## config.mk

```make
export PLATFORM = sky130hd
export DESIGN_NAME = npc_select
export DESIGN_NICKNAME = d
export VERILOG_FILES = /design/src/rtl/npc_pkg.sv /design/src/rtl/npc_classify.sv /design/src/rtl/npc_cond.sv /design/src/rtl/npc_target.sv /design/src/rtl/npc_select.sv
export SDC_FILE = /design/constraint.sdc
export NUM_CORES = 1
export LEC_CHECK = 0
export ABC_AREA = 1
export BUFFER_PORTS_ARGS = -buffer_cell sky130_fd_sc_hd__buf_2
export CAP_MARGIN = 20
export CORE_AREA = 3 3 111 113
export DETAILED_ROUTE_END_ITERATION = 7
export DIE_AREA = 0 0 114 116
export PLACE_DENSITY = 0.76
export SYNTH_ARGS = -nofsm -noshare
export SYNTH_HDL_FRONTEND = slang
export SYNTH_SLANG_ARGS = --single-unit
```

## constraint.sdc

```tcl
create_clock -name clk_i -period 2.3 [get_ports clk_i]
set_input_delay 0.115 -clock clk_i [delete_from_list [all_inputs] [get_ports clk_i]]
set_output_delay 0.115 -clock clk_i [all_outputs]
set_load 0.01 [all_outputs]
```

## src/rtl/npc_pkg.sv

```systemverilog
package npc_pkg;
  localparam int unsigned INSTR_W = 32;
  localparam int unsigned OP_W    = 6;
  localparam int unsigned IMM_W   = 16;
  localparam int unsigned OFS_W   = 26;
  localparam int unsigned LINK_REG = 31;

  localparam logic [OP_W-1:0] OP_BRZ   = 6'h04;
  localparam logic [OP_W-1:0] OP_BRNZ  = 6'h05;
  localparam logic [OP_W-1:0] OP_JREL  = 6'h02;
  localparam logic [OP_W-1:0] OP_JRELL = 6'h03;
  localparam logic [OP_W-1:0] OP_JREG  = 6'h12;
  localparam logic [OP_W-1:0] OP_JREGL = 6'h13;

  typedef enum logic [2:0] {
    K_NONE = 3'd0,
    K_BRZ  = 3'd1,
    K_BRNZ = 3'd2,
    K_JREL = 3'd3,
    K_JREG = 3'd4
  } kind_e;

  typedef struct packed {
    kind_e kind;
    logic  link;
  } ctl_t;
endpackage

```

## src/rtl/npc_classify.sv

```systemverilog
module npc_classify
  import npc_pkg::*;
(
  input  logic            valid_i,
  input  logic [OP_W-1:0] op_i,
  output ctl_t            ctl_o
);
  always_comb begin
    ctl_o.kind = K_NONE;
    ctl_o.link = 1'b0;
    if (valid_i) begin
      unique case (op_i)
        OP_BRZ:   ctl_o.kind = K_BRZ;
        OP_BRNZ:  ctl_o.kind = K_BRNZ;
        OP_JREL:  ctl_o.kind = K_JREL;
        OP_JRELL: begin ctl_o.kind = K_JREL; ctl_o.link = 1'b1; end
        OP_JREG:  ctl_o.kind = K_JREG;
        OP_JREGL: begin ctl_o.kind = K_JREG; ctl_o.link = 1'b1; end
        default:  ctl_o.kind = K_NONE;
      endcase
    end
  end
endmodule

```

## src/rtl/npc_cond.sv

```systemverilog
module npc_cond
  import npc_pkg::*;
#(
  parameter int unsigned XLEN = 32
) (
  input  kind_e           kind_i,
  input  logic [XLEN-1:0] rs1_i,
  output logic            taken_o
);
  logic is_zero;
  assign is_zero = (rs1_i == '0);

  always_comb begin
    unique case (kind_i)
      K_BRZ:   taken_o = is_zero;
      K_BRNZ:  taken_o = !is_zero;
      K_JREL,
      K_JREG:  taken_o = 1'b1;
      default: taken_o = 1'b0;
    endcase
  end
endmodule

```

## src/rtl/npc_target.sv

```systemverilog
module npc_target
  import npc_pkg::*;
#(
  parameter int unsigned PC_W = 30,
  localparam int unsigned XLEN = PC_W + 2
) (
  input  kind_e                kind_i,
  input  logic [INSTR_W-1:0]   instr_i,
  input  logic [PC_W-1:0]      pc_next_i,
  input  logic [XLEN-1:0]      rs1_i,
  output logic [PC_W-1:0]      target_o
);
  logic [XLEN-1:0] base_b, imm_b, ofs_b, disp_b, sum_b;

  assign base_b = {pc_next_i, 2'b00};
  assign imm_b  = {{(XLEN-IMM_W){instr_i[IMM_W-1]}}, instr_i[IMM_W-1:0]};
  assign ofs_b  = {{(XLEN-OFS_W){instr_i[OFS_W-1]}}, instr_i[OFS_W-1:0]};
  // one shared adder; displacement mux in front of it
  assign disp_b = (kind_i == K_JREL) ? ofs_b : imm_b;
  assign sum_b  = base_b + disp_b;

  always_comb begin
    if (kind_i == K_JREG) target_o = rs1_i[XLEN-1:2];
    else                  target_o = sum_b[XLEN-1:2];
  end
endmodule

```

## src/rtl/npc_select.sv

```systemverilog
module npc_select
  import npc_pkg::*;
#(
  parameter int unsigned PC_W = 30,
  localparam int unsigned XLEN = PC_W + 2
) (
  input  logic               clk_i,
  input  logic               rst_ni,
  input  logic               id_valid_i,
  input  logic [INSTR_W-1:0] id_instr_i,
  input  logic [PC_W-1:0]    id_pc_next_i,
  input  logic [XLEN-1:0]    rs1_val_i,
  output logic [PC_W-1:0]    fetch_pc_o,
  output logic [PC_W-1:0]    next_pc_o,
  output logic               redirect_o,
  output logic               link_we_o,
  output logic [4:0]         link_addr_o,
  output logic [XLEN-1:0]    link_data_o
);
  ctl_t            ctl;
  logic            taken;
  logic [PC_W-1:0] target;
  logic [PC_W-1:0] pc_q;

  npc_classify u_cls (
    .valid_i (id_valid_i),
    .op_i    (id_instr_i[INSTR_W-1 -: OP_W]),
    .ctl_o   (ctl)
  );

  npc_cond #(.XLEN(XLEN)) u_cond (
    .kind_i  (ctl.kind),
    .rs1_i   (rs1_val_i),
    .taken_o (taken)
  );

  npc_target #(.PC_W(PC_W)) u_tgt (
    .kind_i    (ctl.kind),
    .instr_i   (id_instr_i),
    .pc_next_i (id_pc_next_i),
    .rs1_i     (rs1_val_i),
    .target_o  (target)
  );

  assign redirect_o = rst_ni & taken;
  assign next_pc_o  = redirect_o ? target : pc_q + 1'b1;

  always_ff @(posedge clk_i or negedge rst_ni) begin
    if (!rst_ni) pc_q <= '0;
    else         pc_q <= next_pc_o;
  end

  assign fetch_pc_o  = pc_q;
  assign link_we_o   = rst_ni & ctl.link;
  assign link_addr_o = 5'(LINK_REG);
  assign link_data_o = {id_pc_next_i, 2'b00};
endmodule

```

Word-level counts from Yosys, hierarchy flattened:

Cells that the tools add are included.

* $add $sub $neg: 2
* equal/unequal tests: 10
* muxes and demuxes: 7
* bitwise logic cells: 2
* reduce and logical (&&, ||, !) cells: 6

Operators with widths (number)
* 2-to-1 mux 30 bit: 2
* adder 32 bit: 1
* zero test 32 bit: 1
* 2-to-1 mux 32 bit: 1
* adder 30 x 1 -> 30 bit, second input constant: 1
* equality test 6 x 2 -> 1 bit, second input constant: 2
* equality test 6 x 3 -> 1 bit, second input constant: 2
* equality test 6 x 5 -> 1 bit, second input constant: 2
* one-hot mux 3 bit (4 select lines): 1
* OR reduction 2 bit: 4
* equality test 3 x 2 -> 1 bit, second input constant: 2
* 2-to-1 mux 4 bit: 1
* equality test 3 x 1 -> 1 bit, second input constant: 1
* equality test 3 bit, second input constant: 1
* one-hot mux 1 bit (3 select lines): 1
* bitwise AND 1 bit: 2
* zero test 1 bit: 1
* 2-to-1 mux 1 bit: 1

* register bits: 30
* input port bits: 97
* output and inout port bits: 99

Depth between registers and ports, before layout:

Gate-level depths: netlist of the first run.

* word-level depth: 9
* gate-level depth with buffers: 20

Cells and area by module:

A second synthesis of the first run with hierarchy kept.

* cell total of the unflattened synthesis: 956
* area total of the unflattened synthesis: 5227.5 um^2

By module, submodules not included
* npc_target: instances 1, cells each 559, area each 2722.6 um^2, seq. area each 0.0 um^2
* npc_select: instances 1, cells each 336, area each 2257.2 um^2, seq. area each 750.7 um^2
* npc_cond: instances 1, cells each 42, area each 165.2 um^2, seq. area each 0.0 um^2
* npc_classify: instances 1, cells each 19, area each 82.6 um^2, seq. area each 0.0 um^2

Worst setup path before layout of the first run:

Ideal clock, no wire load.

* kind: input to register
* start point: input id_instr_i[29]
* end point: register pc_q[22], in the netlist fetch_pc_o[22]
* library setup time: 0.122 ns
* data arrival time: 1.980 ns
* required time: 2.178 ns
* slack: 0.197 ns
* stages: 16
* path buffers: 1
* path through: nor2_2 -> nand4_2 -> nand2_1 -> buf_2 -> o21ai_0 -> inv_1 -> ha_1 -> nand2_1 -> inv_1 -> a21oi_1 -> inv_1 -> a21oi_1 -> nand3_1 -> nand2_1 -> nand3_1 -> a21oi_1

* longest elaborated chain between the ends: 9

RTL lines
* start: declaration: line npc_select.sv:10 `input logic [INSTR_W-1:0] id_instr_i,`
* equality test 6 x 5 -> 1 bit / equality test 6 x 2 -> 1 bit (equally long branches): line npc_classify.sv:12 `unique case (op_i)`
* OR reduction 2 bit (no line)
* one-hot mux 3 bit (4 select lines) (*): line npc_classify.sv:12
* 2-to-1 mux 4 bit (*): line npc_classify.sv:11 `if (valid_i) begin`
* equality test 3 x 2 -> 1 bit / equality test 3 bit (equally long branches): line npc_cond.sv:14, npc_target.sv:19, npc_target.sv:23
* 2-to-1 mux 32 bit / OR reduction 2 bit (equally long branches): line npc_target.sv:19, npc_cond.sv:14
* adder 32 bit / one-hot mux 1 bit (3 select lines) (equally long branches): line npc_target.sv:20, npc_cond.sv:14
* 2-to-1 mux 30 bit / bitwise AND 1 bit (equally long branches): line npc_target.sv:23, npc_select.sv:45
* 2-to-1 mux 30 bit (*): line npc_select.sv:46 `assign next_pc_o = redirect_o ? target : pc_q + 1'b1;`
* net next_pc_o[22]: line npc_select.sv:14 `output logic [PC_W-1:0] next_pc_o,`
* end signal: assignment: line npc_select.sv:50 `else pc_q <= next_pc_o;`
* end: declaration: line npc_select.sv:23 `logic [PC_W-1:0] pc_q;`

The timed path passes the listed nets; every way through them passes the cells marked *.

Final worst setup path of the first run:

* start point: input id_instr_i[31]
* end point: output next_pc_o[18]

* longest elaborated chain between the ends: 9

RTL lines (line)
* equality test 6 x 5 -> 1 bit / equality test 6 x 2 -> 1 bit (equally long branches): npc_classify.sv:12
* OR reduction 2 bit (no line)
* one-hot mux 3 bit (4 select lines) (*): npc_classify.sv:12
* 2-to-1 mux 4 bit (*): npc_classify.sv:11
* equality test 3 x 2 -> 1 bit / equality test 3 bit (equally long branches): npc_cond.sv:14, npc_target.sv:19, npc_target.sv:23
* 2-to-1 mux 32 bit / OR reduction 2 bit (equally long branches): npc_target.sv:19, npc_cond.sv:14
* adder 32 bit / one-hot mux 1 bit (3 select lines) (equally long branches): npc_target.sv:20, npc_cond.sv:14
* 2-to-1 mux 30 bit / bitwise AND 1 bit (equally long branches): npc_target.sv:23, npc_select.sv:45
* 2-to-1 mux 30 bit (*): npc_select.sv:46
* end: declaration: npc_select.sv:14

Mark *: on every way between the ends. The rest lies on a longest branch, timed or not.

==> results of run 1 <==
==> timing repair <==
action | CTS | global route
buffers inserted | 7 | 10
endpoints found under the setup margin | 21 | 20
gates cloned | 2 | 0
pin swaps | 79 | 61
hold buffers | 1 | 0
resized for setup | 168 | 74
endpoints found under the hold margin | 30 | 0
==> cell families (layout without fill, tap and decap cells) <==
kind of cell	Yosys count	after routing	synth area share
buffers and inverters	209	404	0.185
other	2	7	0.00146
xor gates and xnor gates	27	27	0.0459
adders and majority gates	32	32	0.0792
AOI/OAI and AO/OA	72	72	0.0734
and+or+nand+nor	556	558	0.469
DFF	30	30	0.146
==> through the flow <==
stage	TNS [ps]	power (mW)
detailed placement	-10080	3.33
global placement	-9480	3.30
CTS	-1190	4.34
global route	-4600	4.82
finish	-2610	4.50
floorplan	0	2.41
==> routing by layer <==
metal / wire length, um / part of all wire / vias to the layer above
met5: 0 / 0 / -
met4: 532 / 0.029 / 0
met3: 1090 / 0.059 / 44
met2: 9140 / 0.50 / 269
met1: 7680 / 0.42 / 2906
li1: - / - / 3243
==> where the power goes <==
part           switching (mW)  internal (mW)  total (mW)
logic                    1.60           1.11        2.70
registers               0.310          0.736        1.05
clock network           0.249          0.506       0.755
total                    2.16           2.35        4.50
==> layout by cell type, fill, tap and decap left out, drive strengths merged, types with 15 or more instances in the layout <==
master / instances
buf: 235
nand3: 66
ha: 31
nand2: 323
nor2: 120
a21oi: 32
xor2: 20
o21ai: 39
dfrtp: 30
inv: 160
nand4: 16
nor3: 15
==> worst min-delay path, delay by kind of cell <==
family / cells / cell delay [ps]
buffers and inverters: 1 / 90
AOI/OAI and AO/OA: 1 / 60
and+or+nand+nor: 3 / 160
==> Yosys cell counts (3+ instances only) <==
cell / n / share of area
nand4_1: 13 / 0.016
buf_2: 5 / 0.0049
o21ai_1: 6 / 0.0058
nor3_2: 3 / 0.0058
nor3b_1: 3 / 0.0044
nor2_1: 113 / 0.082
clkbuf_1: 3 / 0.0022
nor2_2: 4 / 0.0049
nand3b_1: 6 / 0.0087
and2_1: 3 / 0.0036
a21oi_2: 4 / 0.0068
or2_2: 3 / 0.0036
dfrtp_1: 30 / 0.15
nand2_4: 3 / 0.0066
nand2_1: 317 / 0.23
o21ai_0: 33 / 0.032
inv_1: 157 / 0.11
nor2_4: 3 / 0.0066
nor3_1: 10 / 0.0097
a21oi_1: 28 / 0.027
xor2_1: 20 / 0.034
ha_1: 31 / 0.075
buf_4: 39 / 0.057
nand3_1: 64 / 0.062
xnor2_1: 7 / 0.012
==> worst paths after layout <==
| kind | depth (start not counted) | to | startpoint | slack (ps) |
|---|---|---|---|---|
| setup / recovery | 16 | next_pc_o[18] | id_instr_i[31] | -270 |
| hold / removal | 5 | fetch_pc_o[1]$_DFF_PN0_ | rs1_val_i[3] | 180 |
| setup reg to reg | 9 | fetch_pc_o[28]$_DFF_PN0_ | fetch_pc_o[10]$_DFF_PN0_ | 310 |
| hold reg to reg | 1 | fetch_pc_o[0]$_DFF_PN0_ | fetch_pc_o[0]$_DFF_PN0_ | 520 |
| max in group asynchronous | 3 | fetch_pc_o[20]$_DFF_PN0_ | rst_ni | 1510 |
| min in group asynchronous | 3 | fetch_pc_o[3]$_DFF_PN0_ | rst_ni | 500 |
==> area by class of cell <==
class                           instances  share of cell area
Multi-Input combinational cell        696               0.584
Sequential cell                        30               0.101
Inverter                              160              0.0826
Timing Repair Buffer                  236               0.185
Clock buffer                            5              0.0169
Tap cell                              143              0.0241
Clock inverter                          3             0.00540
==> results.tsv, run 1 <==
metric	value	unit
instances_no_fill	1273	
crit_fanout	5	
dp_hpwl	14200	um
clockBufferDepth	2	
path_clk_slew	50	ps
groute.usage.overall	0.267	
drtPass1Iterations	5	
antennaDiodeCount	0	
initial_core_util	0.451	
fin_crit_sh	1.12	
critPathArrivalTime	2450	ps
drt_iter0_drc	435	
cts.sinks	30	
grt_pass1_wl	28600	um
met2_usage	0.476	
use_met3	0.0230	
synthToLayoutAreaGrowth	44.0	%
largest_reg_flops	30	
pin_count	196	
cts_buffers	5	
syn_area_per_cell	5.55	sq um
cts_root_buf	clkbuf_16	
final_max_slew_viol_count	0	
vias_per_cell	5.08	
crit_slowest_cell	ha_4	
required	2180	ps
vias	6462	
crit_family	simple AND/OR/NAND/NOR gates	
worstSetupPathType	in -> out	
async_flop_share	1.00	
use_met1	0.337	
grt.overflow.total	0	
rsz0062_at_grt	yes	
wl_per_cell	14.5	um
dp.cells	1245	
period_minus_slack	2570	ps
ir_worst_vdd	0.960	mV
synth.distinct_cells	37	
crit_top_cell	nor2_4	
antenna_found_initial	0	
max_stage_delay	320	ps
cts_tree	built	
fin_util	0.650	
placed_cell_area	6170	sq um
port_buffers	186	
synth_seq_cells	30	
fp.dieArea	13200	sq um
fin_skew	1.62	ps
setup_viol	15	
path_buf_inv	5	
ys.flop_type	dfrtp_1	
die_h	116	um
crit_chain	buf_4, nor2_4, nand4_4, o21ai_2, inv_2, ha_4, nand2_4, buf_6, nor2_4, inv_2, nor2_4, nand4_1, nand4_1, nand3_2, a21oi_2, buf_2	
holdWs	184	ps
die_w	114	um
outcome	finished with violations	
regArea	751	sq um
grt_max_degree	37	
coreArea	11400	sq um
finalWorstSetupSlack	-269	ps
powerDensity	607	nW/um^2
place_ws	-544	ps
hp-class	in -> reg	
clk_latency	280	ps
first_global_vias	6061	
max_freq	0.389	GHz
synth_enable_flop_cells	0	
fillers	1085	
ant_nets	0	
synth_area	5150	sq um
gp_congestion	1.01	
violations	setup timing	
num_rows	39	
nNetsFinal	1258	
busiest_layer	met2	
cap_violations	0	
drt_wl_total	18400	um
end_kind	output port	
yosysSeqAreaShare	0.146	
cts-htree-levels	2	
final_cell_area	7420	sq um
cellLeakagePower	4.18	nW
multiInputGateArea	4340	sq um
drc	0	
drive_gt1_frac	0.397	
ys_warn_count	0	
hold_viol	0	
cp-start-kind	primary input	
synthCells	928	
Note: power is estimated with default switching activity, not from simulation.
==> run 2, diff against run 1 <==
- RECOVER_POWER: default -> 100
==> run 2 against run 1 <==
  * Final area fell by 1.1%
  * Highest routed layer unchanged
  * The run still ends with setup timing left
  * Critical path type unchanged
  * Non-clock buffer count unchanged
  * Die area is the same
==> results.tsv, run 2 (synthesized netlist as in run 1, its figures left out) <==
metric	value	unit	change
outcome	finished with violations		
violations	setup timing		
ant_nets	0		unchanged
max_freq	0.390	GHz	+0.12%
first_global_vias	6061		unchanged
regArea	751	sq um	unchanged
drtPass1Iterations	5		unchanged
fin_skew	2.65	ps	+1.02 ps
fillers	1126		+3.8%
vias_per_cell	5.09		+0.20%
use_met1	0.337		unchanged
nNetsFinal	1258		unchanged
busiest_layer	met2		
clk_latency	280	ps	about the same
period_minus_slack	2570	ps	-2.99 ps
port_buffers	186		unchanged
path_clk_slew	50	ps	about the same
min_from	rs1_val_i[3]		
largest_reg_flops	30		unchanged
synthToLayoutAreaGrowth	42.5	%	
max_stage_delay	310	ps	about the same
cts_buffers	5		unchanged
ir_worst_vdd	0.941	mV	-1.9%
drive_gt1_frac	0.343		-0.0540
wl_per_cell	14.5	um	about the same
rsz0062_at_grt	yes		
num_rows	39		unchanged
r2r_end	fetch_pc_o[28]$_DFF_PN0_		
layout_commonest_cell	nand2_1		
grt_pass1_wl	28600	um	unchanged
met2_usage	0.476		unchanged
die_h	116	um	unchanged
hold_viol	0		unchanged
reg2reg_depth	9		unchanged
min_path_cells	5		unchanged
slew_headroom	0.486		
holdPathEnd	fetch_pc_o[1]$_DFF_PN0_		
tightest_slew	771	ps	
antennaDiodeCount	0		unchanged
hp-class	in -> reg		
critPathArrivalTime	2450	ps	about the same
cap_violations	0		unchanged
use_met3	0.0230		unchanged
crit_slowest_cell	ha_4		
cts_root_buf	clkbuf_16		
worstSetupPathType	in -> out		
grt.overflow.total	0		unchanged
cellLeakagePower	4.01	nW	-4.1%
crit_fanout	5		unchanged
multiInputGateArea	4340	sq um	unchanged
fin_crit_sh	1.12		-0.00130
dp_hpwl	14200	um	unchanged
cts_tree	built		
clockBufferDepth	2		unchanged
grt_max_degree	37		unchanged
groute.usage.overall	0.267		unchanged
rr_startpoint	fetch_pc_o[10]$_DFF_PN0_		
pin_count	196		unchanged
setup_viol	15		unchanged
drt_wl_total	18500	um	about the same
antenna_found_initial	0		unchanged
crit_chain	buf_4, nor2_4, nand4_4, o21ai_2, inv_2, ha_4, nand2_4, buf_6, nor2_4, inv_2, nor2_4, nand4_1, nand4_1, nand3_2, a21oi_2, buf_2		
coreArea	11400	sq um	unchanged
vias	6475		+0.20%
cp-start-kind	primary input		
final_max_slew_viol_count	0		unchanged
required	2180	ps	about the same
cts-htree-levels	2		unchanged
gp_congestion	1.01		unchanged
initial_core_util	0.451		unchanged
powerDensity	606	nW/um^2	-0.14%
finalWorstSetupSlack	-266	ps	+2.99 ps
reg2reg_setup_slack	280	ps	-30 ps
crit_top_cell	nor2_4		
drc	0		unchanged
fp.dieArea	13200	sq um	unchanged
die_w	114	um	unchanged
cts.sinks	30		unchanged
power	4.45	mW	-1.2%
holdWs	184	ps	-0.461 ps
drt_iter0_drc	447		+2.8%
layout_common_cells	nand2_1, inv_1, buf_2		
end_kind	output port		
[run 2: cell count changes in the layout (fill, tap and decap cells not counted)]
cell	before	now
buf_4	43	42
clkbuf_2	0	1
buf_2	181	120
clkbuf_1	0	61
[run 2: worst max-delay path by stage]
stage | cells past startpoint | end | startpoint | slack [ps]
floorplan | 16 | fetch_pc_o[22]$_DFF_PN0_ | id_instr_i[29] | 200
global placement | 17 | next_pc_o[27] | id_instr_i[29] | -530
detailed placement | 17 | next_pc_o[28] | id_instr_i[29] | -540
CTS | 19 | next_pc_o[28] | id_instr_i[28] | -130
global route | 19 | next_pc_o[25] | id_instr_i[29] | -390
finish | 16 | next_pc_o[18] | id_instr_i[31] | -270
[run 2: repair_timing]
item                       in CTS  in global routing
setup buffers                   7                 10
setup endpoints to repair      21                 20
hold endpoints to repair       30                  0
pin swaps                      79                 61
resized for setup             168                 74
gates cloned                    2                  0
hold buffers                    1                  0
[run 2: power breakdown]
part,switching (mW),internal [mW]
combinational,1.60,1.04
clock,0.243,0.506
sequential,0.319,0.736
[run 2: final cells by class]
class,count,share of cell area
multi-input cells,696,0.591
repair buffers,236,0.177
flip-flops and latches,30,0.102
inverters,160,0.0835
well taps,143,0.0244
clock buffers,5,0.0170
clock inverters,3,0.00546
[run 2: layer usage]
| metal | vias to the layer above | share of wire | wire [um] |
|---|---|---|---|
| li1 | 3239 | - | - |
| met5 | - | 0 | 0 |
| met2 | 283 | 0.50 | 9160 |
| met1 | 2910 | 0.41 | 7620 |
| met3 | 43 | 0.064 | 1190 |
| met4 | 0 | 0.027 | 491 |
[run 2: through the flow]
step                instances  instance area [sq um]  worst slack (ps)  utilization  setup TNS [ps]
floorplan                 933                   5170               197            -               0
global placement         1245                   6170              -529        0.540           -9480
detailed placement       1245                   6170              -544        0.540          -10080
CTS                      1263                   7090              -133        0.621           -1190
global route             1273                   7340              -387        0.643           -4610
finish                   1273                   7340              -266        0.643           -2580
[run 2: critical path: cells and delay by family]
kind	cells	cell delay (ps)
buf+inv	5	530
simple gates	8	1080
fa+ha+maj	1	310
compound gates	2	410
